**config.mk**
```make
export PLATFORM = sky130hd
export DESIGN_NAME = smi_lock_regs
export DESIGN_NICKNAME = d
export VERILOG_FILES = /design/src/rtl/smi_lock_pkg.sv /design/src/rtl/cfg_window_hit.sv /design/src/rtl/pmctl_word.sv /design/src/rtl/smi_en_reg.sv /design/src/rtl/smi_lock_regs.sv
export SDC_FILE = /design/constraint.sdc
export NUM_CORES = 1
export LEC_CHECK = 0
export ABC_AREA = 1
export BUFFER_PORTS_ARGS = -buffer_cell sky130_fd_sc_hd__buf_2
export CORE_ASPECT_RATIO = 1.5
export CORE_MARGIN = 10
export CORE_UTILIZATION = 45
export DETAILED_ROUTE_END_ITERATION = 12
export HOLD_SLACK_MARGIN = 0.12
export PLACE_DENSITY = 0.85
export REMOVE_ABC_BUFFERS = 1
export SYNTH_ARGS = -nofsm -noshare
export SYNTH_HDL_FRONTEND = slang
export SYNTH_SLANG_ARGS = --single-unit
```
**constraint.sdc**
```tcl
create_clock -name clk -period 1.9 [get_ports clk]
set_input_delay 0.19 -clock clk [delete_from_list [all_inputs] [get_ports clk]]
set_output_delay 0.19 -clock clk [all_outputs]
set_load 0.01 [all_outputs]
```
**src/rtl/smi_lock_pkg.sv**
```systemverilog
package smi_lock_pkg;
  // Configuration bus geometry (fixed by the config space fabric)
  localparam int CFG_AW   = 8;
  localparam int CFG_DW   = 32;
  localparam int CFG_BEW  = CFG_DW / 8;

  typedef struct packed {
    logic               wr;
    logic [CFG_AW-1:0]  addr;
    logic [CFG_BEW-1:0] be;
    logic [CFG_DW-1:0]  data;
  } cfg_req_t;
endpackage

```
**src/rtl/cfg_window_hit.sv**
```systemverilog
module cfg_window_hit
  import smi_lock_pkg::*;
#(
  parameter int WIN_LO    = 'hA0,
  parameter int WIN_BYTES = 8
) (
  input  cfg_req_t req,
  output logic     hit
);
  localparam int WIN_HI = WIN_LO + WIN_BYTES;

  logic [CFG_AW:0] base;
  logic            in_range;

  // Any enabled byte of the dword lies in [base, base+3]
  assign base     = {1'b0, req.addr[CFG_AW-1:2], 2'b00};
  assign in_range = (int'(base) + CFG_BEW > WIN_LO) && (int'(base) < WIN_HI);
  assign hit      = req.wr && (|req.be) && in_range;
endmodule

```
**src/rtl/pmctl_word.sv**
```systemverilog
module pmctl_word
  import smi_lock_pkg::*;
#(
  parameter int CTL_OFF  = 'hA0,
  parameter int CTL_W    = 16,
  parameter int LOCK_BIT = 4
) (
  input  logic             clk,
  input  logic             rst_n,
  input  cfg_req_t         req,
  input  logic             reval,
  output logic [CTL_W-1:0] ctl_q,
  output logic             locked_q
);
  localparam int CTL_BYTES = CTL_W / 8;
  localparam int LANE0     = CTL_OFF % CFG_BEW;
  localparam logic [CTL_W-1:0] LOCK_ONEHOT = CTL_W'(1) << LOCK_BIT;
  localparam logic [CFG_AW-3:0] CTL_DWORD  = CFG_AW'(CTL_OFF) >> 2;

  logic             word_hit;
  logic [CTL_W-1:0] wmask;
  logic [CTL_W-1:0] bit_we;
  logic [CTL_W-1:0] lane_data;
  logic [CTL_W-1:0] ctl_d;
  logic             locked_d;

  assign word_hit = req.wr && (req.addr[CFG_AW-1:2] == CTL_DWORD);
  assign wmask    = locked_q ? ~LOCK_ONEHOT : '1;

  for (genvar b = 0; b < CTL_BYTES; b++) begin : g_lane
    assign bit_we[b*8 +: 8]    = {8{word_hit && req.be[LANE0+b]}} & wmask[b*8 +: 8];
    assign lane_data[b*8 +: 8] = req.data[(LANE0+b)*8 +: 8];
  end

  always_comb begin
    ctl_d    = (ctl_q & ~bit_we) | (lane_data & bit_we);
    locked_d = reval ? ctl_d[LOCK_BIT] : locked_q;
  end

  always_ff @(posedge clk or negedge rst_n) begin
    if (!rst_n) begin
      ctl_q    <= '0;
      locked_q <= 1'b0;
    end else begin
      if (word_hit) ctl_q <= ctl_d;
      if (reval)    locked_q <= locked_d;
    end
  end

  // once locked, lock state and stored lock bit never drop
  assert_lock_sticky_R5: assert property (@(posedge clk) disable iff (!rst_n)
    locked_q |=> (locked_q && ctl_q[LOCK_BIT]));

  // a window write re-evaluates the lock from the freshly stored bit
  assert_lock_reval_R7: assert property (@(posedge clk) disable iff (!rst_n)
    reval |=> (locked_q == ctl_q[LOCK_BIT]));

  // writes to other dwords leave the word alone
  assert_other_dword_R3: assert property (@(posedge clk) disable iff (!rst_n)
    (req.wr && !word_hit) |=> $stable(ctl_q));
endmodule

```
**src/rtl/smi_en_reg.sv**
```systemverilog
module smi_en_reg #(
  parameter int EN_W        = 32,
  parameter int GBL_BIT     = 0,
  parameter int APMC_BIT    = 5,
  parameter bit SMM_PRESENT = 1'b1
) (
  input  logic            clk,
  input  logic            rst_n,
  input  logic            io_wr,
  input  logic [EN_W-1:0] io_wdata,
  input  logic            lock_i,
  output logic [EN_W-1:0] en_q
);
  localparam logic [EN_W-1:0] ONE     = EN_W'(1);
  localparam logic [EN_W-1:0] GBL_OH  = ONE << GBL_BIT;
  localparam logic [EN_W-1:0] RST_VAL = SMM_PRESENT ? (ONE << APMC_BIT) : '0;

  logic [EN_W-1:0] wmask;
  logic [EN_W-1:0] en_d;

  always_comb begin
    wmask = lock_i ? ~GBL_OH : '1;
    en_d  = (en_q & ~wmask) | (io_wdata & wmask);
  end

  always_ff @(posedge clk or negedge rst_n) begin
    if (!rst_n)     en_q <= RST_VAL;
    else if (io_wr) en_q <= en_d;
  end

  // open mask stores the full word
  assert_open_write_R2: assert property (@(posedge clk) disable iff (!rst_n)
    (io_wr && !lock_i) |=> (en_q == $past(io_wdata)));

  // no write, no change
  assert_hold_R2: assert property (@(posedge clk) disable iff (!rst_n)
    !io_wr |=> $stable(en_q));

  // global enable frozen under lock
  assert_gbl_frozen_R4: assert property (@(posedge clk) disable iff (!rst_n)
    (io_wr && lock_i) |=> (en_q[GBL_BIT] == $past(en_q[GBL_BIT])));

  // APMC enable always follows the write data
  assert_apmc_free_R6: assert property (@(posedge clk) disable iff (!rst_n)
    io_wr |=> (en_q[APMC_BIT] == $past(io_wdata[APMC_BIT])));
endmodule

```
**src/rtl/smi_lock_regs.sv**
```systemverilog
module smi_lock_regs
  import smi_lock_pkg::*;
#(
  parameter int EN_W        = 32,
  parameter int GBL_BIT     = 0,
  parameter int APMC_BIT    = 5,
  parameter bit SMM_PRESENT = 1'b1,
  parameter int CTL_OFF     = 'hA0,
  parameter int CTL_W       = 16,
  parameter int LOCK_BIT    = 4,
  parameter int WIN_BYTES   = 8
) (
  input  logic              clk,
  input  logic              rst_n,
  input  logic              cfg_wr,
  input  logic [CFG_AW-1:0] cfg_addr,
  input  logic [CFG_BEW-1:0] cfg_be,
  input  logic [CFG_DW-1:0] cfg_wdata,
  output logic [CFG_DW-1:0] cfg_rdata,
  input  logic              io_wr,
  input  logic [EN_W-1:0]   io_wdata,
  output logic [EN_W-1:0]   io_rdata
);
  localparam int LANE0 = CTL_OFF % CFG_BEW;
  localparam logic [CFG_AW-3:0] CTL_DWORD = CFG_AW'(CTL_OFF) >> 2;

  cfg_req_t         req;
  logic             reval;
  logic [CTL_W-1:0] ctl_q;
  logic             locked_q;
  logic [EN_W-1:0]  en_q;
  logic             unused_addr_lsb;

  assign req = '{wr: cfg_wr, addr: cfg_addr, be: cfg_be, data: cfg_wdata};
  assign unused_addr_lsb = ^cfg_addr[1:0];

  cfg_window_hit #(.WIN_LO(CTL_OFF), .WIN_BYTES(WIN_BYTES)) u_win (
    .req (req),
    .hit (reval)
  );

  pmctl_word #(.CTL_OFF(CTL_OFF), .CTL_W(CTL_W), .LOCK_BIT(LOCK_BIT)) u_ctl (
    .clk      (clk),
    .rst_n    (rst_n),
    .req      (req),
    .reval    (reval),
    .ctl_q    (ctl_q),
    .locked_q (locked_q)
  );

  smi_en_reg #(.EN_W(EN_W), .GBL_BIT(GBL_BIT), .APMC_BIT(APMC_BIT),
               .SMM_PRESENT(SMM_PRESENT)) u_en (
    .clk      (clk),
    .rst_n    (rst_n),
    .io_wr    (io_wr),
    .io_wdata (io_wdata),
    .lock_i   (locked_q),
    .en_q     (en_q)
  );

  // reads are straight views of stored state
  always_comb begin
    cfg_rdata = '0;
    if (cfg_addr[CFG_AW-1:2] == CTL_DWORD)
      cfg_rdata[LANE0*8 +: CTL_W] = ctl_q;
  end

  assign io_rdata = en_q;
endmodule

```
Word level (Yosys, flattened, before mapping):

Index checks and enable logic that the tools add are counted.

* register bits: 49
* input port bits: 80
* output and inout port bits: 64
* word-level logic and storage cells: 27

* add/subtract/negate cells: 1
* $lt $le $gt $ge: 2
* equal/unequal tests: 1
* multiplexer cells: 3
* bitwise operators: 10
* reductions and logical operators: 7

Operators by type and width (number)
* $and 32x32->32: 2
* $and 16x16->16: 2
* $gt 32x9->1 const B: 1
* $not 32->32: 1
* $or 32x32->32: 1
* $mux 16: 1
* $not 16->16: 1
* $or 16x16->16: 1
* $add 8x3->9 const B: 1
* $and 8x8->8: 1
* $and 8x8->8 const B: 1
* $lt 8x8->1 const B: 1
* $eq 6x6->1 const B: 1
* $logic_and 1x1->1: 6
* $mux 5: 1
* $reduce_or 4->1: 1
* $mux 1: 1

Logic depth before layout (Yosys ltp):

Gate-level depths: netlist (run 1).

* depth in word-level cells: 7
* gate-level depth with buffers: 8

Modules after synthesis:

Synthesis (run 1) repeated with hierarchy kept, for this count alone.

* cell total of the unflattened synthesis: 286
* area total of the unflattened synthesis: 2427.3 um2

Modules (own cells, without submodules)
* smi_en_reg: instances 1, cells an instance 137, area an instance 1322.5 um2, sequential area each 802.0 um2
* pmctl_word: instances 1, cells an instance 86, area an instance 749.5 um2, sequential area each 425.4 um2
* smi_lock_regs: instances 1, cells an instance 55, area an instance 322.8 um2, sequential area each 0.0 um2
* cfg_window_hit: instances 1, cells an instance 8, area an instance 32.5 um2, sequential area each 0.0 um2

Worst setup path after synthesis (run 1):

No wires, ideal clock.

* path type: in2reg
* start point: in io_wr
* end point: reg u_en.en_q[17]
* setup time: 0.125 ns
* arrival: 0.944 ns
* data required time: 1.775 ns
* setup slack: 0.832 ns
* cell stages on the path: 3
* path buffers: 2
* cells stage by stage: clkbuf_1 -> buf_2 -> mux2_2

RTL lines
* start: declaration: RTL line smi_lock_regs.sv:20 `input logic io_wr,`
* end signal: assignment: RTL line smi_en_reg.sv:28 `else if (io_wr) en_q <= en_d;`
* end: declaration: RTL line smi_en_reg.sv:12 `output logic [EN_W-1:0] en_q`

No word-level cell between the ends.

Worst setup path in the final report (run 1):

* start point: in cfg_addr[3]
* end point: out cfg_rdata[5]

* longest elaborated chain between the ends: 2

RTL lines
* start: declaration: RTL line smi_lock_regs.sv:16 `input logic [CFG_AW-1:0] cfg_addr,`
* $eq 6x6->1: RTL line smi_lock_regs.sv:64 `if (cfg_addr[CFG_AW-1:2] == CTL_DWORD)`
* $mux 16: RTL line smi_lock_regs.sv:64
* end: declaration: RTL line smi_lock_regs.sv:19 `output logic [CFG_DW-1:0] cfg_rdata,`

Every way passes these cells.

==> metrics.txt, run 1 <==
outcome=completed; initial antenna violation count=0; # setup viols final=0; largest stage delay on the critical path=0.23 ns; H-tree depth=2; number of DRC markers in iteration 0=between 80 and 90; Num CTS Buffers=5; gr usage total=roughly 14%; Post-DP Area=0.00275 mm2; Synth cell types=25; Die Span X=just under 80 um; Seq cells post-synth=49; MaxCap Viol Count=0; HPWL Detailed=4280 um; Crit. End Element=primary output; Initial Util=46.1%; Layout area overhead=39.4%; design area=0.00309 mm2; Ant. Diodes=0; vias in the first global route=1944; Max Buffers Root-to-Sink=2; CP max FO=17; Pre-antenna DRT Iters=3; share of layout cells above drive strength 1=a little over half; critical path cell sequence=buf_2, nor2_2, nand3_4, nor2_1, buf_2; Core ar.=approximately 0.0048 mm2; setup tns final=0 ns; GPL Wtd Cong=0.717; Synth top area share=around 54%; CP max stage cell=nand3_4; Fill cells=423; Slew Viols, Final=0; most common cell after layout, fill and taps aside=buf_2; Residual DRC=0; Worst Hold Class=input port to flip-flop; CP dominant cell by count=buf_2; Die Y=106 um; Worst Path Required=1.71 ns; Tmin final=1.18 ns; most frequent cells in the layout=109 x buf_2, 48 x dfrtp_1, 31 x nor2_1, 31 x mux2_2; Max Freq=0.851 GHz; PortBufs=roughly 110; multi-input combinational cell area=795 um2; dpl ws=0.459 ns; via count=1744; RSZ-0062 raised after global routing=no; CTS Root Cell=clkbuf_8; Final Hold Vio Count=0; maximum VDD drop=between 0.5 and 0.6 mV; normalized max-slew margin=52.5%; crit path buf inv count=2; Avg WL per Cell=approximately 15 um; Layout Cells excl Fill=around 390; clk sinks=about 50; Final period util=61.8%; Site Rows=31; Leakage Power=about 1.7 nW; Crit path max-delay family=simple AND/OR/NAND/NOR gates; met2 usage=24.3%; met1 usage=14.1%; pwr dens=around 770 mW/mm2; Seq. cell area=roughly 0.0012 mm2; Clk Latency, worst-skew pair=a little under 0.3 ns; vias per cell=4.45; GR Overflow Total=0; top cell type by total area after synthesis=dfrtp_1; first-pass GRT wire length=9290 um; Final #Nets=405; Synth area leaders=dfrtp_1 54%, mux2_2 16%, buf_4 5.4%, nor2_1 5.2%, inv_1 3.7%; Setup Crit Path Kind=input port to primary output; Arrival @ worst endpoint=between 0.9 and 1 ns; post-cts sizing count=0; Clock transition at path regs=0.09 ns; CP startpoint kind=input port; Final Total Pwr=2.39 mW; die area=between 0.008 and 0.009 mm2; drt total wl=slightly below 6000 um; Mapped Cells=193; clock tree from TritonCTS=built; Boundary Pins=~140; gr busiest metal=met2; setup ws final=0.725 ns; Mean Syn Cell Area=11.5 um2; area of the mapped netlist=0.00222 mm2; largest net degree at the start of global routing=34; sequential-to-total area share from yosys stat=55.4%; Routed Antenna Nets=0; Syn. warnings=0; clock skew=0.00388 ns; GR Util met3=6.16%; worst-margin pin slew=0.712 ns; placed cells=362
==> area by class of cell <==
| cell class | instances | share of cell area [%] |
|---|---|---|
| tap | 66 | 2.67 |
| timing repair buffer | 133 | 25.3 |
| inverter | 23 | 2.79 |
| sequential | 49 | 39.7 |
| clock buffer | 6 | 2.67 |
| multi-input combinational | 113 | 25.7 |
| clock inverter | 2 | 1.21 |
==> power by group <==
part	switching, mW	internal, mW	leakage, nW
clock network	0.329	0.428	0.0574
logic	0.219	0.217	1.10
registers	0.0432	1.15	0.531
total	0.592	1.79	1.69
==> Yosys cell counts (all sizes together) <==
| cell type | count |
|---|---|
| dfrtp | 48 |
| nor2 | 37 |
| mux2 | 31 |
| inv | 23 |
| buf | 22 |
| a21oi | 17 |
| nand2 | 4 |
| nand3 | 3 |
| nand4 | 2 |
| a31oi | 1 |
| and2 | 1 |
| clkbuf | 1 |
| conb | 1 |
| dfstp | 1 |
| or2 | 1 |
==> path summary, 6_finish.rpt <==
| check | from | end | slack, ns | cells past startpoint |
|---|---|---|---|---|
| hold / removal | io_wdata[20] | u_en.en_q[20] | 0.13 | 2 |
| max in group asynchronous | rst_n | u_en.en_q[5] | 0.91 | 3 |
| hold reg to reg | u_en.en_q[16] | u_en.en_q[16] | 0.51 | 1 |
| setup / recovery | cfg_addr[3] | cfg_rdata[5] | 0.72 | 5 |
| setup reg to reg | u_ctl.locked_q | u_ctl.ctl_q[4] | 0.99 | 3 |
| min in group asynchronous | rst_n | u_en.en_q[18] | 0.34 | 2 |
==> worst register-to-register path, cell delays in order, from the launching register on <==
cell     delay [ns]
dfrtp_1        0.36
inv_1          0.14
nand4_1        0.13
and2_1         0.17
==> what timing repair did <==
action | in CTS | in global routing
hold endpoints to repair | 33 | 3
buffers inserted | 0 | 0
hold buffers | 19 | 3
==> kinds of logic after synthesis <==
family,synth area share [%]
AO/OA/AOI/OAI,5.64
buffers and inverters,11.3
flip-flops,55.4
multiplexers,15.7
other,0.169
AND/OR/NAND/NOR,11.7
==> layer usage <==
metal / routed length, um / share of wire (%)
met2: 3010 / 52
met1: 2270 / 39
met3: 471 / 8.2
met5: 0 / 0
met4: 17 / 0.29
==> per-stage QoR <==
step	utilization, %	hold WS [ns]
2_1_floorplan	-	-0.106
3_3_place_gp	57.2	0.128
3_5_place_dp	57.2	0.134
4_1_cts	63.7	0.120
5_1_grt	64.3	0.124
6_report	64.3	0.130
Power figures use the tool's default switching activity.
==> run 2: changes to the inputs <==
--- a/config.mk
+++ b/config.mk
@@ -9,10 +9,10 @@
 export BUFFER_PORTS_ARGS = -buffer_cell sky130_fd_sc_hd__buf_2
 export CORE_ASPECT_RATIO = 1.5
 export CORE_MARGIN = 10
-export CORE_UTILIZATION = 45
+export CORE_UTILIZATION = 38
 export DETAILED_ROUTE_END_ITERATION = 12
 export HOLD_SLACK_MARGIN = 0.12
-export PLACE_DENSITY = 0.85
+export PLACE_DENSITY = 0.76
 export REMOVE_ABC_BUFFERS = 1
 export SYNTH_ARGS = -nofsm -noshare
 export SYNTH_HDL_FRONTEND = slang
==> constraint.sdc (replaced) <==
create_clock -name clk -period 0.97 [get_ports clk]
set_input_delay 0.097 -clock clk [delete_from_list [all_inputs] [get_ports clk]]
set_output_delay 0.097 -clock clk [all_outputs]
set_load 0.01 [all_outputs]
==> run 2 against run 1 <==
  * The flow now finishes with violations (setup timing)
  * Clock skew fell by 0.0035 ns
  * Sequential cell count unchanged
  * Worst setup slack worse by 0.78 ns
  * Non-clock buffer count is 49 higher
  * Total power rose by 110%
  * Count of clock-buffer cells in the layout stayed put
  * Cell area rose by 16%
  * Combinational power rose to 2.5 times the previous value
  * Critical path depth is 4 lower
  * Worst hold slack better by 0.035 ns
  * Largest cell class is now buffers
  * Highest routed layer unchanged
==> metrics.txt, run 2 (synthesis gave the netlist of run 1 again) <==
failing checks=setup timing; H-tree depth=2; maximum VDD drop=0.869 mV; RSZ-0062 raised after global routing=yes; PortBufs=109; largest net degree at the start of global routing=50; Max Buffers Root-to-Sink=2; Final #Nets=454; Final Hold Vio Count=0; setup ws final=-0.0597 ns; Clock transition at path regs=~0.090 ns; hold path startpoint=cfg_wdata[4]; pwr dens=1370 mW/mm2; crit path buf inv count=1; Leakage Power=1.88 nW; dpl ws=-0.157 ns; Fin Hold WS=0.165 ns; Site Rows=34; Initial Util=38.6%; clock skew=0.000406 ns; Num CTS Buffers=5; Routed Antenna Nets=0; gr usage total=13.4%; vias in the first global route=2230; die area=~0.0094 mm2; clk sinks=49; MaxCap Viol Count=0; Max Freq=about 0.97 GHz; Ant. Diodes=0; GR Overflow Total=0; critical path cell sequence=buf_6; Critical Path Source=u_en.en_q[5]; Die Y=114 um; multi-input combinational cell area=around 820 um2; Final period util=106%; Tmin final=1.03 ns; Crit path max-delay family=flip-flops; vias per cell=4.32; GPL Wtd Cong=0.678; Layout area overhead=62.3%; Avg WL per Cell=13.8 um; Boundary Pins=144; Util after Layout=62.7%; first-pass GRT wire length=10200 um; CTS Root Cell=clkbuf_8; Seq. cell area=0.00123 mm2; Setup Crit Path Kind=flip-flop to primary output; largest stage delay on the critical path=between 0.5 and 0.6 ns; CP max FO=2; CP startpoint kind=flip-flop; most common cell after layout, fill and taps aside=buf_2; Pre-antenna DRT Iters=4; Fill cells=459; Post-DP Area=0.00279 mm2; share of layout cells above drive strength 1=between 50% and 60%; Final Total Pwr=4.91 mW; Crit. End Element=primary output; initial antenna violation count=0; Residual DRC=0; design area=0.00360 mm2; Slew Viols, Final=0; Core ar.=roughly 0.0057 mm2; via count=approximately 1900; CP max stage cell=dfstp_2; most frequent cells in the layout=107 x buf_2, 48 x dfrtp_1, 48 x dlygate4sd3_1, 31 x mux2_2, 26 x nor2_1; drt total wl=slightly above 6000 um; Clk Latency, worst-skew pair=approximately 0.29 ns; clock tree from TritonCTS=built; outcome=finished with violations; # setup viols final=17; HPWL Detailed=4220 um; number of DRC markers in iteration 0=55; Arrival @ worst endpoint=0.93 ns; Worst Path Required=0.87 ns; Die Span X=slightly above 80 um; Worst Hold Class=input port to flip-flop
## run 2: changes by cell type in the layout (fill, tap and decap cells not counted)
cell           delta
buf_6             +2
nor2_1            -5
nor2_2            +4
buf_8             +1
buf_2             -2
nor2_4            +1
inv_2            +17
a21oi_2           +1
buf_4            +20
a21oi_1           -1
buf_12            +2
dlygate4sd3_1    +26
inv_1            -17
## run 2: per-stage QoR
stage / std cells / setup TNS [ns]
after detailed placement: 369 / -2.20
after floorplan: 185 / -0.326
after global placement: 369 / -1.52
final: 447 / -0.477
after global routing: 447 / -1.38
after CTS: 441 / -0.754
## run 2: power breakdown
group	switching (mW)	internal [mW]	leakage, nW
Combinational	0.469	0.621	1.29
Clock	0.634	0.838	0.0574
Sequential	0.101	2.25	0.531
Total	1.20	3.71	1.88
## run 2: path summary, 6_finish.rpt
| kind | slack, ns | to | cells after the start |
|---|---|---|---|
| max in group asynchronous | 0.37 | u_en.en_q[5] | 3 |
| min in group asynchronous | 0.33 | u_en.en_q[10] | 3 |
| max reg2reg | 0.05 | flip-flop | 5 |
| min | 0.16 | u_ctl.ctl_q[4] | 4 |
| min reg2reg | 0.51 | u_en.en_q[15] | 1 |
| max | -0.06 | io_rdata[5] | 1 |
## run 2: tightest hold or removal path: cells and delay by family
family	cells	cell delay, ns
buffers and inverters	2	0.11
and+or+nand+nor	2	0.22
## run 2: final cells by class
cell class                      count  area share, %
Clock buffer                        6           2.29
Sequential cell                    49           34.1
Tap cell                           72           2.50
Clock inverter                      2           1.04
Timing Repair Buffer              182           35.0
Inverter                           23           2.40
Multi-Input combinational cell    113           22.7
## run 2: routing by layer
metal	global-route usage, %	vias up	wire (um)
met3	4.17	7	662
met2	25.2	81	3400
li1	-	944	-
met1	13.3	898	2070
met5	0	-	0
met4	3.42	0	56
## run 2: timing repair
action | 4_1_cts | 5_1_grt
gates resized for setup | 14 | 15
hold endpoints to repair | 96 | 0
pin swaps | 16 | 1
setup buffers | 16 | 6
hold buffers | 48 | 0
endpoints found under the setup margin | 17 | 24
==> run 3: changes to the inputs <==
--- a/config.mk
+++ b/config.mk
@@ -13,7 +13,6 @@
 export DETAILED_ROUTE_END_ITERATION = 12
 export HOLD_SLACK_MARGIN = 0.12
 export PLACE_DENSITY = 0.76
-export REMOVE_ABC_BUFFERS = 1
 export SYNTH_ARGS = -nofsm -noshare
 export SYNTH_HDL_FRONTEND = slang
 export SYNTH_SLANG_ARGS = --single-unit
==> run 3 against run 2 <==
  * The run still ends with setup timing left
  * First-iteration DRC count decreased by 13%
  * Combinational power about the same
  * Global-route usage increased by 0.22 points
  * Sequential cell count unchanged
  * Critical endpoint is now cfg_rdata[6]
==> metrics.txt, run 3 (synthesis gave the netlist of run 1 again) <==
clock tree from TritonCTS=built; dpl ws=-0.117 ns; Num CTS Buffers=5; die area=around 0.0094 mm2; Die Y=114 um; clock skew=0.000776 ns; Final Hold Vio Count=0; Fill cells=460; initial antenna violation count=0; Crit. End Element=primary output; Max Buffers Root-to-Sink=2; Boundary Pins=144; hold-critical path endpoint=u_ctl.ctl_q[4]; most frequent cells in the layout=107 x buf_2, 48 x dfrtp_1, 48 x dlygate4sd3_1, 31 x mux2_2, 28 x nor2_1; drt total wl=6650 um; gr usage total=13.6%; setup tns final=-0.716 ns; Layout area overhead=61.5%; Die Span X=roughly 80 um; Clock transition at path regs=0.09 ns; MaxCap Viol Count=0; Util after Layout=62.3%; RSZ-0062 raised after global routing=yes; Routed Antenna Nets=0; Pre-antenna DRT Iters=4; CTS Root Cell=clkbuf_8; Tmin final=1.08 ns; Clk Latency, worst-skew pair=0.29 ns; GR Overflow Total=0; Residual DRC=0; PortBufs=109; number of DRC markers in iteration 0=48; outcome=finished with violations; R2R setup slack=-0.03 ns; largest net degree at the start of global routing=50; GPL Wtd Cong=0.735; most common cell after layout, fill and taps aside=buf_2; CP max FO=2; Max Freq=0.930 GHz; # setup viols final=18; setup ws final=-0.106 ns; failing checks=setup timing; Worst Path Required=0.87 ns; Setup Crit Path Kind=flip-flop to primary output; clk sinks=49; Final period util=111%; vias per cell=4.39; Arrival @ worst endpoint=between 0.9 and 1 ns; pwr dens=1290 mW/mm2; first-pass GRT wire length=10200 um; Worst Hold Class=input port to flip-flop; Slew Viols, Final=0; R2R depth=5; HPWL Detailed=4290 um; Avg WL per Cell=roughly 15 um; Initial Util=38.6%; Site Rows=34; H-tree depth=2; vias in the first global route=2185; Fin Hold WS=0.149 ns; hold path depth=4; Leakage Power=1.88 nW; CP startpoint kind=flip-flop; Core ar.=roughly 0.0057 mm2; maximum VDD drop=0.687 mV; via count=1969; share of layout cells above drive strength 1=57.6%; Ant. Diodes=0; hold path startpoint=cfg_wdata[4]; Final #Nets=456
==> run 3: worst max path at each step <==
stage / slack [ns] / start / cells past startpoint / endpoint
floorplan: -0.005 / io_wr / 3 / u_en.en_q[17]
finish: -0.11 / flip-flop / 3 / cfg_rdata[6]
CTS: -0.08 / u_en.en_q[5] / 1 / io_rdata[5]
global placement: -0.1 / cfg_addr[4] / 7 / flip-flop
global route: -0.17 / flip-flop / 3 / cfg_rdata[6]
detailed placement: -0.12 / cfg_addr[4] / 7 / flip-flop
==> run 3: report_power, final <==
| group | total, mW | switching, mW | internal (mW) |
|---|---|---|---|
| Combinational | 1.09 | 0.479 | 0.616 |
| Sequential | 2.35 | 0.0986 | 2.25 |
| Clock | 1.16 | 0.650 | 0.509 |
==> run 3: critical path, stage by stage, from the launching register on <==
cell	delay (ns)
dfrtp_1	0.38
inv_2	0.06
nor2_2	0.10
buf_2	0.14
==> run 3: what timing repair did <==
item,CTS,global route
endpoints found under the hold margin,96,0
pin swaps,16,5
endpoints found under the setup margin,17,22
hold buffers,48,0
resized for setup,13,12
buffers inserted,23,0
==> run 3: final cells by class <==
class | count | area [um2] | share of cell area, %
clock inverter | 2 | 15.0 | 0.419
multi-input combinational | 113 | 818 | 22.9
inverter | 23 | 86.3 | 2.41
timing repair buffer | 184 | 1270 | 35.5
tap | 72 | 90.1 | 2.52
sequential | 49 | 1230 | 34.3
clock buffer | 6 | 72.6 | 2.03
==> run 3: metal layers <==
layer  global-route usage, %  wire length, um  vias to the layer above
li1                        -                -                      947
met1                    13.2             2300                      936
met2                    25.7             3640                       80
met3                    3.23              599                        6
met4                    5.69              117                        0
met5                       0                0                        -
==> run 3: stage by stage <==
step	std cells	power (mW)	area, um2
after floorplan	208	2.81	2280
after global routing	449	4.85	3580
after global placement	370	3.14	2800
final	449	4.60	3580
after CTS	449	4.66	3560
after detailed placement	370	3.18	2800
